## src/rtl/hca_pkg.sv

```systemverilog
// Shared definitions for the header channel allocator.
package hca_pkg;
    // Width of each field of a routing-table entry.
    localparam int FIELD_W = 2;
    localparam int ENTRY_W = 2 * FIELD_W;

    // One routing-table entry: physical link in the upper field, VC in the lower.
    typedef struct packed {
        logic [FIELD_W-1:0] pc;
        logic [FIELD_W-1:0] vc;
    } route_entry_t;
endpackage

```

## src/rtl/hca_rr_pick.sv

```systemverilog
// Rotating-priority finder.
// Returns the first set bit of req at or after index start, wrapping past N-1.
// Assumes start < N.
module hca_rr_pick #(
    parameter int N = 12,
    parameter int W = 4
) (
    input  logic [N-1:0] req,
    input  logic [W-1:0] start,
    output logic         found,
    output logic [W-1:0] pick
);
    // Walk the request vector once from the start position.
    always_comb begin
        found = 1'b0;
        pick  = '0;
        for (int i = 0; i < N; i++) begin
            int idx;
            idx = int'(start) + i;
            if (idx >= N) idx = idx - N;
            if (!found && req[idx]) begin
                found = 1'b1;
                pick  = W'(idx);
            end
        end
    end
endmodule

```

## src/rtl/hca_route_table.sv

```systemverilog
// Host-loaded routing table.
// The first DEPTH writes after reset fill addresses 0..DEPTH-1 in order and
// later writes are dropped. Contents are not reset. They are valid once
// loaded is high. The read port is combinational.
module hca_route_table
    import hca_pkg::*;
#(
    parameter int ADDR_W = 8,
    parameter int WR_W   = 8,
    localparam int DEPTH = 1 << ADDR_W
) (
    input  logic              clk,
    input  logic              rst_n,
    input  logic              wr,
    input  logic [WR_W-1:0]   wdata,
    input  logic [ADDR_W-1:0] rd_addr,
    output route_entry_t      rd_entry,
    output logic              loaded
);
    logic [ADDR_W:0] wr_cnt;
    route_entry_t    mem [DEPTH];
    logic            wr_take;

    assign wr_take  = rst_n && wr && !wr_cnt[ADDR_W];
    assign loaded   = wr_cnt[ADDR_W];
    assign rd_entry = mem[rd_addr];

    // Count accepted writes; the top bit doubles as the loaded flag.
    always_ff @(posedge clk) begin
        if (!rst_n)       wr_cnt <= '0;
        else if (wr_take) wr_cnt <= wr_cnt + 1'b1;
    end

    // Store the low entry bits of each accepted byte at the running address.
    always_ff @(posedge clk) begin
        if (wr_take) mem[wr_cnt[ADDR_W-1:0]] <= route_entry_t'(wdata[ENTRY_W-1:0]);
    end
endmodule

```

## src/rtl/hca_chan_map.sv

```systemverilog
// Output-channel ownership store.
// One valid flag and one owner index per output channel. A bind request
// beats a release on the same channel in the same cycle. The caller binds
// only channels that are currently free.
module hca_chan_map #(
    parameter int NUM_OC = 9,
    parameter int OC_W   = 4,
    parameter int BUF_W  = 4
) (
    input  logic                    clk,
    input  logic                    rst_n,
    input  logic                    bind_en,
    input  logic [OC_W-1:0]         bind_oc,
    input  logic [BUF_W-1:0]        bind_buf,
    input  logic [NUM_OC-1:0]       release_vec,
    output logic [NUM_OC-1:0]       mapped,
    output logic [NUM_OC*BUF_W-1:0] owner
);
    // Update every channel's flag and owner each cycle.
    always_ff @(posedge clk) begin
        if (!rst_n) begin
            mapped <= '0;
            owner  <= '0;
        end else begin
            for (int o = 0; o < NUM_OC; o++) begin
                if (bind_en && bind_oc == OC_W'(o)) begin
                    mapped[o]                 <= 1'b1;
                    owner[o*BUF_W +: BUF_W]   <= bind_buf;
                end else if (release_vec[o]) begin
                    mapped[o] <= 1'b0;
                end
            end
        end
    end
endmodule

```

## src/rtl/hdr_chan_alloc.sv

```systemverilog
// Header channel allocator top.
// Keeps one pending flag per flit buffer and serves one per cycle in
// rotating order once the routing table is loaded. It binds the buffer to
// the looked-up output channel when that channel is free, retires it as
// local when an entry field holds the reserved top code, and otherwise
// leaves it pending. Assumes each buffer's destination is stable while its
// flag is set.
module hdr_chan_alloc
    import hca_pkg::*;
#(
    parameter int NUM_BUF = 12,
    parameter int NUM_PC  = 3,
    parameter int NUM_VC  = 3,
    parameter int ADDR_W  = 8,
    parameter int WR_W    = 8,
    localparam int NUM_OC = NUM_PC * NUM_VC,
    localparam int BUF_W  = (NUM_BUF > 1) ? $clog2(NUM_BUF) : 1,
    localparam int OC_W   = (NUM_OC > 1) ? $clog2(NUM_OC) : 1
) (
    input  logic                      clk,
    input  logic                      rst_n,
    input  logic [NUM_BUF-1:0]        hdr_set,
    input  logic [NUM_BUF*ADDR_W-1:0] hdr_dest,
    input  logic                      tbl_wr,
    input  logic [WR_W-1:0]           tbl_wdata,
    input  logic [NUM_OC-1:0]         oc_release,
    output logic                      tbl_loaded,
    output logic [NUM_BUF-1:0]        req_pend,
    output logic                      grant_valid,
    output logic                      local_valid,
    output logic [BUF_W-1:0]          out_buf,
    output logic [FIELD_W-1:0]        out_pc,
    output logic [FIELD_W-1:0]        out_vc,
    output logic [NUM_OC-1:0]         oc_mapped,
    output logic [NUM_OC*BUF_W-1:0]   oc_owner
);
    logic [BUF_W-1:0]  rr_ptr;
    logic              pick_found;
    logic [BUF_W-1:0]  pick_buf;
    logic [ADDR_W-1:0] pick_dest;
    route_entry_t      pick_entry;
    logic              is_local;
    logic [OC_W-1:0]   pick_oc;
    logic              oc_busy;
    logic              try_serve;
    logic              do_grant;
    logic              do_local;
    logic [NUM_BUF-1:0] retire_vec;

    hca_rr_pick #(.N(NUM_BUF), .W(BUF_W)) u_pick (
        .req   (req_pend),
        .start (rr_ptr),
        .found (pick_found),
        .pick  (pick_buf)
    );

    // Destination of the buffer chosen this cycle.
    assign pick_dest = hdr_dest[int'(pick_buf)*ADDR_W +: ADDR_W];

    hca_route_table #(.ADDR_W(ADDR_W), .WR_W(WR_W)) u_table (
        .clk      (clk),
        .rst_n    (rst_n),
        .wr       (tbl_wr),
        .wdata    (tbl_wdata),
        .rd_addr  (pick_dest),
        .rd_entry (pick_entry),
        .loaded   (tbl_loaded)
    );

    // Decode the entry into a channel index, or flag it as local/invalid.
    always_comb begin
        is_local = (int'(pick_entry.pc) >= NUM_PC) || (int'(pick_entry.vc) >= NUM_VC);
        pick_oc  = OC_W'(int'(pick_entry.pc) * NUM_VC + int'(pick_entry.vc));
        oc_busy  = 1'b1;
        for (int o = 0; o < NUM_OC; o++) begin
            if (!is_local && pick_oc == OC_W'(o)) oc_busy = oc_mapped[o];
        end
    end

    assign try_serve  = tbl_loaded && pick_found;
    assign do_grant   = try_serve && !is_local && !oc_busy;
    assign do_local   = try_serve && is_local;
    assign retire_vec = (do_grant || do_local) ? (NUM_BUF'(1) << pick_buf) : '0;

    hca_chan_map #(.NUM_OC(NUM_OC), .OC_W(OC_W), .BUF_W(BUF_W)) u_map (
        .clk         (clk),
        .rst_n       (rst_n),
        .bind_en     (do_grant),
        .bind_oc     (pick_oc),
        .bind_buf    (pick_buf),
        .release_vec (oc_release),
        .mapped      (oc_mapped),
        .owner       (oc_owner)
    );

    // Pending flags: new headers set, served buffers clear, set wins.
    always_ff @(posedge clk) begin
        if (!rst_n) req_pend <= '0;
        else        req_pend <= (req_pend & ~retire_vec) | hdr_set;
    end

    // Rotation pointer moves past whichever buffer was examined.
    always_ff @(posedge clk) begin
        if (!rst_n) begin
            rr_ptr <= '0;
        end else if (try_serve) begin
            rr_ptr <= (int'(pick_buf) == NUM_BUF - 1) ? '0 : pick_buf + 1'b1;
        end
    end

    // Result pulses and the fields they carry.
    always_ff @(posedge clk) begin
        if (!rst_n) begin
            grant_valid <= 1'b0;
            local_valid <= 1'b0;
            out_buf     <= '0;
            out_pc      <= '0;
            out_vc      <= '0;
        end else begin
            grant_valid <= do_grant;
            local_valid <= do_local;
            if (try_serve) begin
                out_buf <= pick_buf;
                out_pc  <= pick_entry.pc;
                out_vc  <= pick_entry.vc;
            end
        end
    end
endmodule

```

## config.mk

```make
export PLATFORM = sky130hd
export DESIGN_NAME = hdr_chan_alloc
export DESIGN_NICKNAME = d
export VERILOG_FILES = /design/src/rtl/hca_pkg.sv /design/src/rtl/hca_rr_pick.sv /design/src/rtl/hca_route_table.sv /design/src/rtl/hca_chan_map.sv /design/src/rtl/hdr_chan_alloc.sv
export SDC_FILE = /design/constraint.sdc
export NUM_CORES = 2
export LEC_CHECK = 0
export BUFFER_PORTS_ARGS = -buffer_cell sky130_fd_sc_hd__buf_2
export CAP_MARGIN = 0
export CORE_MARGIN = 2
export CORE_UTILIZATION = 40
export CTS_CLUSTER_SIZE = 14
export DETAILED_ROUTE_END_ITERATION = 16
export HOLD_SLACK_MARGIN = 0.12
export PLACE_DENSITY = 0.68
export SYNTH_ARGS = -nofsm -noshare
export SYNTH_HDL_FRONTEND = slang
export SYNTH_SLANG_ARGS = --single-unit
```

## constraint.sdc

```tcl
create_clock -name clk -period 10.8 [get_ports clk]
set_clock_uncertainty 0.15 [all_clocks]
set_input_delay 1.08 -clock clk [delete_from_list [all_inputs] [get_ports clk]]
set_output_delay 1.08 -clock clk [all_outputs]
set_load 0.02 [all_outputs]
```

# Word-level counts from Yosys, hierarchy flattened
# Memories as Yosys holds them, arrays and structs flattened.
# Cells that the tools add are included.
# Widths: inputs -> output; s select.
dict set report word_totals {
  ff_bits 80
  ram_bits 1024
  output_inout_bits 68
  elab_cells 258
  memories 1
}
# name depth width read_ports rd_ports_with_merged_regs write_ports line
set memory_table {}
lappend memory_table {u_table.mem 256 4 1 0 1 hca_route_table.sv:21} ;# route_entry_t mem [DEPTH];
dict set report op_classes {
  n_addsub 26
  n_mul 1
  magnitude_cmp 26
  n_eq_ne 9
  n_shift 2
  mux 103
  bitwise 3
  n_reduce_logical 61
}
# operator n
set ops {}
lappend ops {{$lt 32x6->1 const B} 12}
lappend ops {{$mux 32} 12}
lappend ops {{$ge 32x5->1 const B} 11}
lappend ops {{$sub 32x5->32 const B} 11}
lappend ops {{$shiftx 96x8->8} 1}
lappend ops {{$mux 1} 65}
lappend ops {{$mux 4} 13}
lappend ops {{$bmux 1 s4} 12}
lappend ops {{$logic_and 1x1->1} 35}
lappend ops {{$add 4x3->5 const B} 4}
lappend ops {{$add 4x4->5 const B} 4}
lappend ops {{$reduce_bool 2->1} 9}
lappend ops {{$eq 4x3->1 const B} 4}
lappend ops {{$logic_not 1->1} 14}
lappend ops {{$and 12x12->12} 1}
lappend ops {{$mux 12} 1}
lappend ops {{$not 12->12} 1}
lappend ops {{$or 12x12->12} 1}
lappend ops {{$shl 1x4->12 const A} 1}
lappend ops {{$add 4x2->5 const B} 2}
lappend ops {{$add 9x1->9 const B} 1}
lappend ops {{$eq 4x2->1 const B} 2}
lappend ops {{$eq 4x4->1 const B} 2}
lappend ops {{$add 4x1->5 const B} 1}
lappend ops {{other kinds (9)} 11}

# Longest topological paths before layout
# An unclocked memory read counts as a cell.
dict set report depth {
  word_depth 61
  mapped_depth 48
  ltp_nobuf 36
}

# Modules after synthesis
# From an unflattened synthesis, not the netlist that was laid out.
dict set report unflattened {
  hier_cells 2885
  hier_area_um2 47438.0
}
# mod n_inst cells_each area_each_um2 seq_area_each_um2
set by_module_without_submodules {}
lappend by_module_without_submodules {hca_route_table 1 2222 41314.6 30929.7}
lappend by_module_without_submodules {hca_rr_pick 1 292 2382.3 0.0}
lappend by_module_without_submodules {hdr_chan_alloc 1 210 2049.5 520.5}
lappend by_module_without_submodules {hca_chan_map 1 161 1691.6 900.9}

# Worst setup path after synthesis
# OpenSTA, ideal clock, no wires.
dict set report synth_timing {
  path_kind {reg-to-reg}
  startpoint {register rr_ptr[2]}
  endpoint {register u_map.owner[10]}
  arrival_time_ns 10.497
  t_required_ns 10.523
  setup_slack_ns 0.026
  stages_incl_launch_ff 44
  path_buffers 10
  period_less_slack_ns 10.774
  cell_sequence {dfxtp_1 clkbuf_1 clkbuf_1 inv_1 ha_1 clkbuf_1 inv_1 ha_1 a211o_1 a211o_1 and3_1 o21ai_1 nand2_1 or4_1 o211ai_2 nand2_1 inv_2 mux2_2 [... 8 more ...] buf_2 mux2i_1 mux2i_1 mux2i_1 mux2i_1 a32oi_1 o2111ai_1 a21oi_1 nor2_1 fa_1 ha_1 fa_1 or4b_2 o22ai_1 nand2_1 nor4_1 o211ai_4 mux2i_1}
}
# element line
set synth_rtl {}
lappend synth_rtl {{start: declaration} hdr_chan_alloc.sv:37} ;# logic [BUF_W-1:0] rr_ptr;
lappend synth_rtl {{start signal: assignment} hdr_chan_alloc.sv:107} ;# rr_ptr <= (int'(pick_buf) == NUM_BUF - 1) ? '0 : pick_buf + 1'b1;
lappend synth_rtl {{end signal: indexed assignment} hca_chan_map.sv:28} ;# owner[o*BUF_W +: BUF_W] <= bind_buf;
lappend synth_rtl {{end: declaration} hca_chan_map.sv:17} ;# output logic [NUM_OC*BUF_W-1:0] owner

==> impl_metrics.tcl <==
set metrics [dict create \
    status "complete, no violations" \
    fin_crit_ns 10.45 \
    power_density_nw_per_um2 216 \
    num-nets-final 4342 \
    worstSetupStartpointType "flop" \
    clk_path_buf_depth 3 \
    slew_headroom_pct 15.1 \
    fill_cells 10600 \
    syn_nets 4099 \
    die_h_um 355 \
    initial_core_util_pct 40.4 \
    htree_num_levels 3 \
    fmaxAchievable_mhz 95.7 \
    final_cell_mix "edfxtp_1 (1024), nand2_1 (696), nand3_1 (376)" \
    postRouteWirelength_mm 146 \
    worstHoldPathType "flop to flop" \
    syn2layout_area_growth_pct 15.8 \
    port-buffer-count 191 \
    gp_congestion 0.937 \
    core-area_um2 122000 \
    cts_buffers 109 \
    worstPathRequired_ns 11.24 \
    synth_seq_cells 1104 \
    finalCritPeriodShare_pct 96.8 \
    worstMarginPinSlew_ns 1.27 \
    yosysWarningCount 0 \
    path_clk_slew_ns 0.06 \
    wl_per_cell_um 24.7 \
    synthCells 3935 \
    syn_area_um2 49200 \
    ios 196 \
    grt_pass1_wl_mm 213 \
    grt_overflow 0 \
    grt_pass1_vias 33000 \
    endpoint_kind "flop" \
    antenna_found_initial 3 \
    dr_total_vias 34300 \
    grt_max_degree 199 \
    synth_edf_count 1024 \
    tns_ns 0 \
    drive_gt1_share_pct 16.6 \
    row_count 128 \
    grt_use_total_pct 22.6 \
    worst-path-max-fanout 15 \
    clockRootBuffer "clkbuf_16" \
    clock_latency_ns 0.72 \
    final_common_cell "edfxtp_1" \
    crit_type "flop to flop" \
    ant_nets 0 \
    seq_area_frac_synth_pct 65.8 \
    final_util_pct 46.7 \
    path_common_cell "buf_4" \
    setup_violations 0 \
    dieArea_um2 126000 \
    avgSynthCellArea_um2 12.5 \
    fp.dieW_um 355 \
    cts_tree "yes" \
    dp_hpwl_mm 94.2 \
    max_stage_delay_ns 0.75 \
    max-vdd-ir-drop_uv 215 \
    slowest_stage "nor2_1" \
    synth_ff_type "edfxtp_1" \
    hold_viol 0 \
    yosysUniqueCellTypes 95 \
    synthArstFlopShare_pct 0 \
    drc 0 \
    maxCapViolations 0 \
    first_iter_violations 4261 \
    drt-pass1-iter-count 8 \
    cts.sinks 1104 \
    finalMaxSlewViolations 0 \
    vias_per_cell 5.82 \
    worstPathArrival_ns 10.89 \
    p_leak_nw 20.4 \
]
[area by class of cell]
cell class / count / area (um2) / share of cell area [%]
Clock inverter: 75 / 815 / 1.43
Sequential cell: 1104 / 32400 / 56.8
Multi-Input combinational cell: 2521 / 15700 / 27.5
Inverter: 41 / 164 / 0.288
Timing Repair Buffer: 401 / 3000 / 5.26
Antenna cell: 1 / 2.50 / 0.00439
Clock buffer: 131 / 2920 / 5.13
Tap cell: 1625 / 2030 / 3.57
[flip-flops by register name, indices dropped and copies added, names as in the netlist]
name and flops:
u_map.owner 36, out_pc 2, u_table.mem 1024, out_buf 4
out_vc 2, u_table.wr_cnt 9, local_valid 1, u_map.mapped 9
req_pend 12, grant_valid 1, rr_ptr 4
[cell families after synthesis]
| logic type | count (synthesis) | share of synthesized area, % |
|---|---|---|
| fa+ha+maj | 36 | 0.946 |
| simple gates | 1627 | 14.5 |
| flops | 1104 | 65.8 |
| compound gates | 469 | 7.23 |
| mux | 372 | 8.29 |
| xor+xnor | 17 | 0.303 |
| buf+inv | 310 | 2.95 |
[stage by stage]
step / worst slack, ns / hold slack, ns / cells / power, mW / instance area, um2
3_3_place_gp: -0.0571 / 0.293 / 5679 / 8.29 / 52900
3_5_place_dp: -0.176 / 0.301 / 5679 / 8.32 / 52900
2_1_floorplan: 0.0257 / 0.379 / 3935 / 6.86 / 49200
6_report: 0.349 / 0.307 / 5899 / 12.3 / 56900
5_1_grt: -0.0174 / 0.329 / 5899 / 12.7 / 56900
4_1_cts: 0.0563 / 0.309 / 5885 / 12.2 / 56700
[worst max-delay path, delay by kind of cell (launching register included)]
kind / cells / cell delay (ns)
XOR/XNOR: 1 / 0.16
AO/OA/AOI/OAI: 11 / 2.19
AND/OR/NAND/NOR: 7 / 2.73
adder cells (fa/ha/maj): 5 / 1.67
buffers and inverters: 11 / 1.98
flip-flops: 1 / 0.46
multiplexers: 4 / 0.98
[cells in the mapped netlist, types with 8 or more instances]
| cell type | n | area share, % |
|---|---|---|
| o22a_1 | 9 | 0.16 |
| buf_4 | 17 | 0.26 |
| nor3_1 | 29 | 0.30 |
| o211ai_1 | 29 | 0.44 |
| nand3_1 | 392 | 4.0 |
| buf_6 | 12 | 0.27 |
| mux2_2 | 30 | 0.69 |
| mux4_2 | 25 | 1.1 |
| nand2b_1 | 23 | 0.29 |
| a311oi_1 | 28 | 0.50 |
| o22ai_1 | 32 | 0.41 |
| nor4_1 | 13 | 0.17 |
| or3_1 | 22 | 0.28 |
| o2111ai_1 | 10 | 0.18 |
| inv_1 | 37 | 0.28 |
| o31ai_1 | 14 | 0.21 |
| dfxtp_1 | 80 | 3.3 |
| a211oi_1 | 44 | 0.67 |
| a311o_1 | 12 | 0.24 |
| xnor2_1 | 11 | 0.20 |
| and2_1 | 12 | 0.15 |
| edfxtp_1 | 1024 | 63 |
| nor2_1 | 334 | 2.5 |
| nand2_1 | 697 | 5.3 |
| and3_1 | 31 | 0.39 |
| a32oi_1 | 17 | 0.30 |
| ha_1 | 34 | 0.86 |
| nor2b_1 | 10 | 0.13 |
| mux2i_1 | 316 | 6.4 |
| and4_1 | 11 | 0.20 |
| a21oi_1 | 71 | 0.72 |
| buf_2 | 106 | 1.1 |
| o21ai_0 | 45 | 0.46 |
| a31oi_1 | 26 | 0.33 |
| o21a_1 | 8 | 0.12 |
| nand4_1 | 27 | 0.34 |
| clkbuf_1 | 121 | 0.92 |
| o31a_1 | 8 | 0.14 |
| a211o_1 | 11 | 0.20 |
| buf_1 | 13 | 0.099 |
[power by group]
part	total (mW)	internal [mW]	switching, mW
clock	3.94	2.29	1.66
combinational	3.69	1.30	2.39
sequential	4.68	4.67	0.00876
[path summary, 6_finish.rpt]
kind | from | endpoint | slack, ns | depth (start not counted)
max reg2reg | rr_ptr[0] | u_map.owner[15] | 0.35 | 39
max | rr_ptr[0] | u_map.owner[15] | 0.35 | 39
min | u_map.owner[32] | u_map.owner[32] | 0.31 | 2
min reg2reg | u_map.owner[32] | u_map.owner[32] | 0.31 | 2
[layer usage]
metal  part of all wire [%]  vias to the layer above  wire, um  track usage [%]
met2                     46                     1962     67000             35.8
met1                     38                    16800     55900             29.6
met4                    4.6                        2      6670             10.5
li1                       -                    15200         -                -
met3                     11                      342     16100             4.87
met5                 0.0089                        -        13                0
[what timing repair did]
item	CTS	global route
gates cloned	0	0
pin swaps	0	5
hold buffers	0	0
endpoints found under the setup margin	44	58
gates resized for setup	4	38
setup buffers	0	13
(Power assumes the default switching activity.)
